--- src/rtl/sram_seq_pkg.sv ---
package sram_seq_pkg;

   typedef enum logic [2:0] {
      ST_PWR  = 3'd0,
      ST_IDLE = 3'd1,
      ST_TURN = 3'd2,
      ST_RD   = 3'd3,
      ST_WP   = 3'd4,
      ST_WH   = 3'd5
   } seq_state_e;

   // Round a time in nanoseconds up to whole clock cycles, never below one.
   function automatic int ns_to_cyc(input int t_ns, input int clk_ns);
      int c;
      c = (t_ns + clk_ns - 1) / clk_ns;
      return (c < 1) ? 1 : c;
   endfunction

   function automatic int imax(input int a, input int b);
      return (a > b) ? a : b;
   endfunction

endpackage

--- src/rtl/sram_pwr_gate.sv ---
module sram_pwr_gate #(
   parameter int N_CYC = 100000
) (
   input  logic clk,
   input  logic rst_n,
   output logic done
);
   localparam int CW = $clog2(N_CYC + 1);

   logic done_q;
   assign done = done_q;

   generate
      if (N_CYC <= 1) begin : g_short
         // The owning state machine adds one register, so the gate is open at once.
         always_ff @(posedge clk or negedge rst_n) begin
            if (!rst_n) done_q <= 1'b1;
            else        done_q <= 1'b1;
         end
      end else begin : g_count
         logic [CW-1:0] cnt_q;
         always_ff @(posedge clk or negedge rst_n) begin
            if (!rst_n) begin
               cnt_q  <= '0;
               done_q <= 1'b0;
            end else if (!done_q) begin
               cnt_q  <= cnt_q + 1'b1;
               done_q <= (32'(cnt_q) + 1 >= N_CYC - 1);
            end
         end
      end
   endgenerate

endmodule

--- src/rtl/sram_phase_timer.sv ---
module sram_phase_timer #(
   parameter int TW = 4
) (
   input  logic          clk,
   input  logic          rst_n,
   input  logic          load,
   input  logic [TW-1:0] load_val,
   output logic          done
);
   logic [TW-1:0] cnt_q;

   always_ff @(posedge clk or negedge rst_n) begin
      if (!rst_n)              cnt_q <= '0;
      else if (load)           cnt_q <= load_val;
      else if (cnt_q != '0)    cnt_q <= cnt_q - 1'b1;
   end

   // Last cycle of a phase loaded with load_val cycles.
   assign done = (cnt_q == TW'(1));

endmodule

--- src/rtl/sram_rd_capture.sv ---
module sram_rd_capture #(
   parameter int DW     = 16,
   parameter int LANE_W = 8,
   parameter int BW     = DW / LANE_W
) (
   input  logic          clk,
   input  logic          rst_n,
   input  logic          cap_en,
   input  logic [BW-1:0] lane_en,
   input  logic [DW-1:0] dq_in,
   output logic [DW-1:0] rdata,
   output logic          rvalid
);
   always_ff @(posedge clk or negedge rst_n) begin
      if (!rst_n) rvalid <= 1'b0;
      else        rvalid <= cap_en;
   end

   generate
      for (genvar i = 0; i < BW; i++) begin : g_lane
         always_ff @(posedge clk or negedge rst_n) begin
            if (!rst_n)
               rdata[i*LANE_W +: LANE_W] <= '0;
            else if (cap_en)
               rdata[i*LANE_W +: LANE_W] <= lane_en[i] ? dq_in[i*LANE_W +: LANE_W] : '0;
         end
      end
   endgenerate

endmodule

--- src/rtl/sram_seq_ctrl.sv ---
module sram_seq_ctrl
   import sram_seq_pkg::*;
#(
   parameter int AW         = 18,
   parameter int DW         = 16,
   parameter int LANE_W     = 8,
   parameter int NUM_CE     = 3,
   parameter int CLK_NS     = 10,
   parameter int T_POWER_NS = 1000000,
   parameter int T_RC_NS    = 10,
   parameter int T_AA_NS    = 10,
   parameter int T_ACE_NS   = 10,
   parameter int T_DOE_NS   = 5,
   parameter int T_DBE_NS   = 5,
   parameter int T_WC_NS    = 10,
   parameter int T_SCE_NS   = 7,
   parameter int T_SD_NS    = 5,
   parameter int T_HD_NS    = 1,
   parameter int T_HZ_NS    = 5
) (
   input  logic                 clk,
   input  logic                 rst_n,
   input  logic                 req_valid,
   output logic                 req_ready,
   input  logic                 req_write,
   input  logic [AW-1:0]        req_addr,
   input  logic [DW-1:0]        req_wdata,
   input  logic [DW/LANE_W-1:0] req_mask,
   output logic                 rsp_valid,
   output logic [DW-1:0]        rsp_rdata,
   output logic [AW-1:0]        mem_addr,
   output logic [NUM_CE-1:0]    mem_ce_n,
   output logic                 mem_oe_n,
   output logic                 mem_we_n,
   output logic [DW/LANE_W-1:0] mem_be_n,
   output logic [DW-1:0]        mem_dq_out,
   output logic                 mem_dq_oe,
   input  logic [DW-1:0]        mem_dq_in
);
   localparam int BW        = DW / LANE_W;
   localparam int N_PWR     = ns_to_cyc(T_POWER_NS, CLK_NS);
   localparam int N_RD      = imax(imax(imax(ns_to_cyc(T_RC_NS, CLK_NS), ns_to_cyc(T_AA_NS, CLK_NS)),
                                        imax(ns_to_cyc(T_ACE_NS, CLK_NS), ns_to_cyc(T_DOE_NS, CLK_NS))),
                                   ns_to_cyc(T_DBE_NS, CLK_NS));
   localparam int N_WH      = ns_to_cyc(T_HD_NS, CLK_NS);
   localparam int N_WC      = ns_to_cyc(T_WC_NS, CLK_NS);
   localparam int N_WP      = imax(imax(ns_to_cyc(T_SCE_NS, CLK_NS), ns_to_cyc(T_SD_NS, CLK_NS)),
                                   imax(N_WC - N_WH, 1));
   localparam int N_HZ      = ns_to_cyc(T_HZ_NS, CLK_NS);
   localparam int N_TURN_WR = 1;
   localparam int N_MAXPH   = imax(imax(N_RD, N_WP), imax(N_WH, N_HZ));
   localparam int TW        = $clog2(N_MAXPH + 1);

   // Elaboration-time parameter checks
   generate
      if (LANE_W < 1 || DW % LANE_W != 0) begin : g_bad_lane
         $error("DW must be a whole multiple of LANE_W");
      end
      if (CLK_NS < 1) begin : g_bad_clk
         $error("CLK_NS must be at least 1");
      end
      if (NUM_CE < 1 || AW < 1) begin : g_bad_pins
         $error("NUM_CE and AW must be at least 1");
      end
   endgenerate

   seq_state_e       state_q;
   logic             ready_q;
   logic             op_wr_q;
   logic [AW-1:0]    op_addr_q;
   logic [DW-1:0]    op_wdata_q;
   logic [BW-1:0]    op_mask_q;
   logic             last_vld_q;
   logic             last_wr_q;

   logic [AW-1:0]     addr_q;
   logic [NUM_CE-1:0] ce_n_q;
   logic              oe_n_q;
   logic              we_n_q;
   logic [BW-1:0]     be_n_q;
   logic [DW-1:0]     dq_out_q;
   logic              dq_oe_q;

   logic          pwr_done;
   logic          t_load;
   logic [TW-1:0] t_val;
   logic          t_done;

   logic          accept;
   logic          turn_need;
   logic          go;
   logic          go_wr;
   logic [AW-1:0] go_addr;
   logic [DW-1:0] go_wdata;
   logic [BW-1:0] go_mask;
   logic          cap_go;

   sram_pwr_gate #(.N_CYC(N_PWR)) u_pwr (
      .clk   (clk),
      .rst_n (rst_n),
      .done  (pwr_done)
   );

   sram_phase_timer #(.TW(TW)) u_timer (
      .clk      (clk),
      .rst_n    (rst_n),
      .load     (t_load),
      .load_val (t_val),
      .done     (t_done)
   );

   sram_rd_capture #(.DW(DW), .LANE_W(LANE_W), .BW(BW)) u_cap (
      .clk     (clk),
      .rst_n   (rst_n),
      .cap_en  (cap_go),
      .lane_en (op_mask_q),
      .dq_in   (mem_dq_in),
      .rdata   (rsp_rdata),
      .rvalid  (rsp_valid)
   );

   always_comb begin
      accept    = (state_q == ST_IDLE) && req_valid;
      turn_need = last_vld_q && (last_wr_q != req_write);
      go        = (accept && !turn_need) || ((state_q == ST_TURN) && t_done);
      if (state_q == ST_IDLE) begin
         go_wr    = req_write;
         go_addr  = req_addr;
         go_wdata = req_wdata;
         go_mask  = req_mask;
      end else begin
         go_wr    = op_wr_q;
         go_addr  = op_addr_q;
         go_wdata = op_wdata_q;
         go_mask  = op_mask_q;
      end
      t_load = 1'b0;
      t_val  = '0;
      if (accept && turn_need) begin
         t_load = 1'b1;
         t_val  = req_write ? TW'(N_HZ) : TW'(N_TURN_WR);
      end
      if (go) begin
         t_load = 1'b1;
         t_val  = go_wr ? TW'(N_WP) : TW'(N_RD);
      end
      if ((state_q == ST_WP) && t_done) begin
         t_load = 1'b1;
         t_val  = TW'(N_WH);
      end
      cap_go = (state_q == ST_RD) && t_done;
   end

   always_ff @(posedge clk or negedge rst_n) begin
      if (!rst_n) begin
         state_q    <= ST_PWR;
         ready_q    <= 1'b0;
         op_wr_q    <= 1'b0;
         op_addr_q  <= '0;
         op_wdata_q <= '0;
         op_mask_q  <= '0;
         last_vld_q <= 1'b0;
         last_wr_q  <= 1'b0;
         addr_q     <= '0;
         ce_n_q     <= '1;
         oe_n_q     <= 1'b1;
         we_n_q     <= 1'b1;
         be_n_q     <= '1;
         dq_out_q   <= '0;
         dq_oe_q    <= 1'b0;
      end else begin
         unique case (state_q)
            ST_PWR: begin
               if (pwr_done) begin
                  state_q <= ST_IDLE;
                  ready_q <= 1'b1;
               end
            end
            ST_IDLE: begin
               if (req_valid) begin
                  op_wr_q    <= req_write;
                  op_addr_q  <= req_addr;
                  op_wdata_q <= req_wdata;
                  op_mask_q  <= req_mask;
                  last_vld_q <= 1'b1;
                  last_wr_q  <= req_write;
                  ready_q    <= 1'b0;
                  if (turn_need)      state_q <= ST_TURN;
                  else if (req_write) state_q <= ST_WP;
                  else                state_q <= ST_RD;
               end
            end
            ST_TURN: begin
               if (t_done) state_q <= op_wr_q ? ST_WP : ST_RD;
            end
            ST_RD: begin
               if (t_done) begin
                  state_q <= ST_IDLE;
                  ready_q <= 1'b1;
                  ce_n_q  <= '1;
                  oe_n_q  <= 1'b1;
                  be_n_q  <= '1;
               end
            end
            ST_WP: begin
               if (t_done) begin
                  state_q <= ST_WH;
                  we_n_q  <= 1'b1;
               end
            end
            ST_WH: begin
               if (t_done) begin
                  state_q <= ST_IDLE;
                  ready_q <= 1'b1;
                  ce_n_q  <= '1;
                  be_n_q  <= '1;
                  dq_oe_q <= 1'b0;
               end
            end
            default: state_q <= ST_IDLE;
         endcase
         if (go) begin
            addr_q  <= go_addr;
            ce_n_q  <= '0;
            be_n_q  <= ~go_mask;
            oe_n_q  <= go_wr;
            we_n_q  <= !go_wr;
            dq_oe_q <= go_wr;
            if (go_wr) dq_out_q <= go_wdata;
         end
      end
   end

   assign req_ready  = ready_q;
   assign mem_addr   = addr_q;
   assign mem_ce_n   = ce_n_q;
   assign mem_oe_n   = oe_n_q;
   assign mem_we_n   = we_n_q;
   assign mem_be_n   = be_n_q;
   assign mem_dq_out = dq_out_q;
   assign mem_dq_oe  = dq_oe_q;

endmodule

--- config.mk ---
export PLATFORM = sky130hd
export DESIGN_NAME = sram_seq_ctrl
export DESIGN_NICKNAME = d
export VERILOG_FILES = /design/src/rtl/sram_seq_pkg.sv /design/src/rtl/sram_pwr_gate.sv /design/src/rtl/sram_phase_timer.sv /design/src/rtl/sram_rd_capture.sv /design/src/rtl/sram_seq_ctrl.sv
export SDC_FILE = /design/constraint.sdc
export NUM_CORES = 1
export LEC_CHECK = 0
export ABC_AREA = 1
export ABC_CLOCK_PERIOD_IN_PS = 1400
export BUFFER_PORTS_ARGS = -buffer_cell sky130_fd_sc_hd__buf_2
export CAP_MARGIN = 20
export CORE_MARGIN = 1
export CORE_UTILIZATION = 49
export DETAILED_ROUTE_END_ITERATION = 8
export GPL_TIMING_DRIVEN = 0
export MAX_ROUTING_LAYER = met4
export PLACE_DENSITY = 0.79
export SLEW_MARGIN = 20
export SYNTH_ARGS = -nofsm -noshare
export SYNTH_HDL_FRONTEND = slang
export SYNTH_SLANG_ARGS = --single-unit
export TNS_END_PERCENT = 5
--- constraint.sdc ---
create_clock -name clk -period 1.4 [get_ports clk]
set_input_delay 0 -clock clk [delete_from_list [all_inputs] [get_ports clk]]
set_output_delay 0 -clock clk [all_outputs]
set_load 0.02 [all_outputs]
==> reports/summary.log <==
INFO  critical_path  critical_path.reg2reg.startpoint=state_q[2]$_DFFE_PN0P_
INFO  synth          synth-main-ff-cell=dfrtp_1
INFO  placement      post_dp_cell_area=6237µm²
INFO  die            num_rows=38
INFO  timing         timing.final.setup_violations=97
INFO  routing        post_drt_wl_per_cell=16.01µm
INFO  routing        drtIter0Drc=505
INFO  synth          main_combinational_cell_family_by_area_after_synthesis=simple AND/OR/NAND/NOR gates
INFO  finish         final_nets=933
INFO  timing         post_route_fraction_of_the_period_consumed_by_the_critical_path=1.293
INFO  critical_path  critical-path-slowest-cell=dfrtp_2
INFO  clocking       cts.sinks=118
INFO  synth          synth.area.mux_share=0
INFO  routing        routed-via-count=5,496
INFO  clocking       cts.path.max_buffers=2
INFO  routing        route.antenna.remaining_nets=0
INFO  critical_path  crit_path_cell_trace=nor2_4 -> nand2_4 -> nor2_4 -> nand2_2 -> nand2_4 -> inv_6 -> nor2_8 -> buf_8 -> nor2_1 -> a31oi_1
INFO  synth          adder_cell_share_of_the_synthesized_area=0.004616
INFO  finish         antenna_cells_inserted=0
INFO  placement      placement.io_buffers=115
INFO  clocking       worst_setup_hold_path_clk_slew=0.06ns
INFO  global_routing global_route.overflow_total=0
INFO  clocking       clk_latency=0.53ns
INFO  critical_path  timing.critical_path.slowest_cell_delay=0.46ns
INFO  critical_path  critPathTopFamily=simple AND/OR/NAND/NOR gates
INFO  critical_path  kind_of_end_point_of_the_critical_path=flop
INFO  timing         setup_tns=-14.31ns
INFO  synth          postSynthRegisterBits=118
INFO  finish         post_route_cells_drive_above_1_share=0.3209
INFO  critical_path  critical_path.startpoint_type=flop
INFO  synth          async_flop_share=1.000
INFO  synth          synth-warning-count=0
INFO  synth          yosys.area_share.simple=0.2899
INFO  synth          post-synth-top-area-cell=dfrtp_1
INFO  finish         utilization=0.7357
INFO  placement      dpl.cell_count=916
INFO  finish         finalInstanceArea=7940µm²
INFO  timing         tightest_slew=0.5351ns
INFO  synth          edff_count_synth=0
INFO  routing        drtPass1Iterations=7
INFO  timing         hold_slack=-0.01570ns
INFO  die            core-area=10,790µm²
INFO  critical_path  timing.critical_path.required=1.83ns
INFO  critical_path  number_of_gates_on_the_worst_path_with_buffers_counted=10
INFO  clocking       cts_inserted_buffers=17
INFO  clocking       cell_at_the_root_of_the_clock_tree=clkbuf_8
INFO  die            start_util=0.5023
INFO  global_routing grt_antenna_before_repair=0
INFO  clocking       cts_htree_levels=4
INFO  global_routing wire_length_of_the_first_global_routing_pass=24.00mm
INFO  finish         commonest_cells_after_routing_fill_and_taps_aside=266 x nand2_1, 116 x buf_2, 108 x dfrtp_1
INFO  synth          yosys.area_share.xor_xnor=0.01131
INFO  critical_path  cp.arrival=2.24ns
INFO  synth          netlist.area_leader.share=0.5216
INFO  global_routing number_of_global_route_vias_before_repair=5,184
INFO  timing         rsz_0062_raised_after_global_routing=true
INFO  synth          synthesis.instances=660
INFO  finish         area.growth.synth_to_final=46.46%
INFO  placement      globalplace.congestion=0.8621
INFO  power          pwr_density_cell=2198nW/µm²
INFO  status         outcome=finished, violations left
INFO  finish         layoutNonFillerInstCount=1,028
INFO  placement      post-dp-hpwl=8.980mm
INFO  routing        wl=16.46mm
INFO  timing         maxSlewHeadroom=0.6433
INFO  timing         number_of_slew_limit_violations_in_the_final_report=0
INFO  power          leakagePower=3.867nW
INFO  critical_path  slack_of_the_worst_reg_to_reg_path=-0.41ns
INFO  die            die_width=107.2µm
INFO  status         failed_checks=hold timing, setup timing
INFO  power          vdd.ir_drop.worst=0.001255V
INFO  worst_hold_path hp-class=input port to asynchronous set/reset pin
INFO  synth          ys_top_cells_by_area=dfrtp_1 52%, nand2_1 20%, nor2_1 3.3%
INFO  synth          synthesis.area=5421µm²
INFO  timing         postLayoutSetupSlackWorst=-0.4108ns
INFO  global_routing grt_max_degree=70
INFO  timing         fmaxAchievable=552.2MHz
INFO  synth          seq_area_frac_synth=0.5458
INFO  critical_path  timing.rr.end=mem_dq_out[15]$_DFFE_PN0P_
INFO  synth          netlist-cell-type-count=32
INFO  finish         n_fill_cell=681
INFO  finish         layout.cells.most_common=nand2_1
INFO  critical_path  r2r.worst_path.cells=10
INFO  die            dieArea=11,490µm²
INFO  critical_path  path_max_fanout=7
INFO  synth          synth.net_count=718
INFO  timing         final.setup_skew=0.01045ns
INFO  routing        viasPerCell=5.346
INFO  routing        route.detailed.drc=0
INFO  critical_path  cp_num_buf_inv=2
INFO  timing         post-route-min-period=1.811ns
INFO  synth          syn_area_per_cell=8.214µm²
INFO  flow_run       max_cap_viol=0
INFO  clocking       tritoncts_clock_tree=done
INFO  synth          synth-compound-area-share=0.09393
INFO  die            floorplan.io_pins=116
INFO  timing         final_hold_vios=25
INFO  global_routing gr-usage-all-layers=0.2770
INFO  critical_path  timing.setup.critical_path_class=flop to flop
INFO  die            fp.dieH=107.2µm
==> registers in the layout, summed over array words and instances (netlist names), 2 cells and up <==
signal               flops
mem_dq_out              16
op_mask_q                2
op_addr_q               18
state_q                  3
mem_addr                18
op_wdata_q              16
mem_be_n                 2
u_pwr.g_count.cnt_q     17
u_cap.rdata             16
==> timing repair <==
item                       in CTS  in global routing
setup endpoints to repair     103                108
buffers inserted                7                 16
gates resized for setup        52                 70
hold buffers                   56                  0
gates cloned                    1                  0
pin swaps                       2                  7
hold endpoints to repair      210                  0
==> kinds of logic after synthesis <==
group / Yosys count
DFF: 118
xor gates and xnor gates: 7
buffers and inverters: 67
adders and majority gates: 2
AOI/OAI and AO/OA: 78
and+or+nand+nor: 388
==> layer usage <==
layer	vias up	track usage	wire length, µm
li1	2541	-	-
met1	2672	0.3231	6534
met2	236	0.4608	8481
met3	47	0.06322	988
met4	0	0.1184	459
met5	-	-	0
==> per-stage QoR <==
stage          setup slack (ns)  hold slack, ns  total power [mW]
6_report                -0.4108        -0.01570             17.45
2_1_floorplan          -0.09724         -0.2956             9.749
5_1_grt                 -0.4404         0.01314             18.38
4_1_cts                 -0.3075        -0.01182             16.45
3_5_place_dp            -0.4078        -0.02466             11.72
3_3_place_gp             -1.081          0.2167             11.46
==> final cells by class <==
type,instances,area (µm²),share of cell area
flip-flops and latches,118,2965,0.3735
multi-input cells,475,2430,0.3060
repair buffers,196,1378,0.1735
clock buffers,23,466.7,0.05878
plain buffers,32,289.0,0.03640
well taps,140,175.2,0.02206
inverters,35,136.4,0.01718
clock inverters,9,100.1,0.01261
==> where the power goes <==
group / total, mW / leakage (nW) / switching [mW] / internal (mW)
logic: 7.40 / 2.18 / 4.60 / 2.80
clock network: 4.22 / 0.278 / 1.56 / 2.66
registers: 5.83 / 1.41 / 0.971 / 4.86
==> Yosys cell counts, types with 2 or more instances <==
| cell | count |
|---|---|
| inv_1 | 34 |
| o21ai_0 | 26 |
| a31oi_1 | 24 |
| clkbuf_1 | 13 |
| nand3_1 | 30 |
| nand2_1 | 286 |
| buf_1 | 4 |
| xor2_1 | 4 |
| nor2_2 | 12 |
| a21oi_1 | 10 |
| xnor2_1 | 3 |
| buf_4 | 5 |
| dfstp_2 | 5 |
| nor2_1 | 47 |
| nand4_1 | 3 |
| a31oi_2 | 10 |
| buf_6 | 2 |
| ha_1 | 2 |
| dfrtp_1 | 113 |
| buf_2 | 8 |
| o21ai_1 | 3 |
| nor3_1 | 6 |
==> worst max path at each step <==
| stage | startpoint | to | slack, ns |
|---|---|---|---|
| after floorplan | u_pwr.g_count.cnt_q[1]$_DFFE_PN0N_ | u_pwr.done$_DFF_PN0_ | -0.1 |
| after global placement | rst_n | mem_addr[3]$_DFFE_PN0N_ | -1.08 |
| after detailed placement | state_q[0]$_DFFE_PN0P_ | op_wdata_q[1]$_DFFE_PN0P_ | -0.41 |
| after CTS | state_q[0]$_DFFE_PN0P_ | mem_dq_out[6]$_DFFE_PN0P_ | -0.31 |
| after global routing | state_q[1]$_DFFE_PN0P_ | mem_dq_out[15]$_DFFE_PN0P_ | -0.44 |
| final | state_q[2]$_DFFE_PN0P_ | mem_dq_out[15]$_DFFE_PN0P_ | -0.41 |
(Power assumes the default switching activity.)
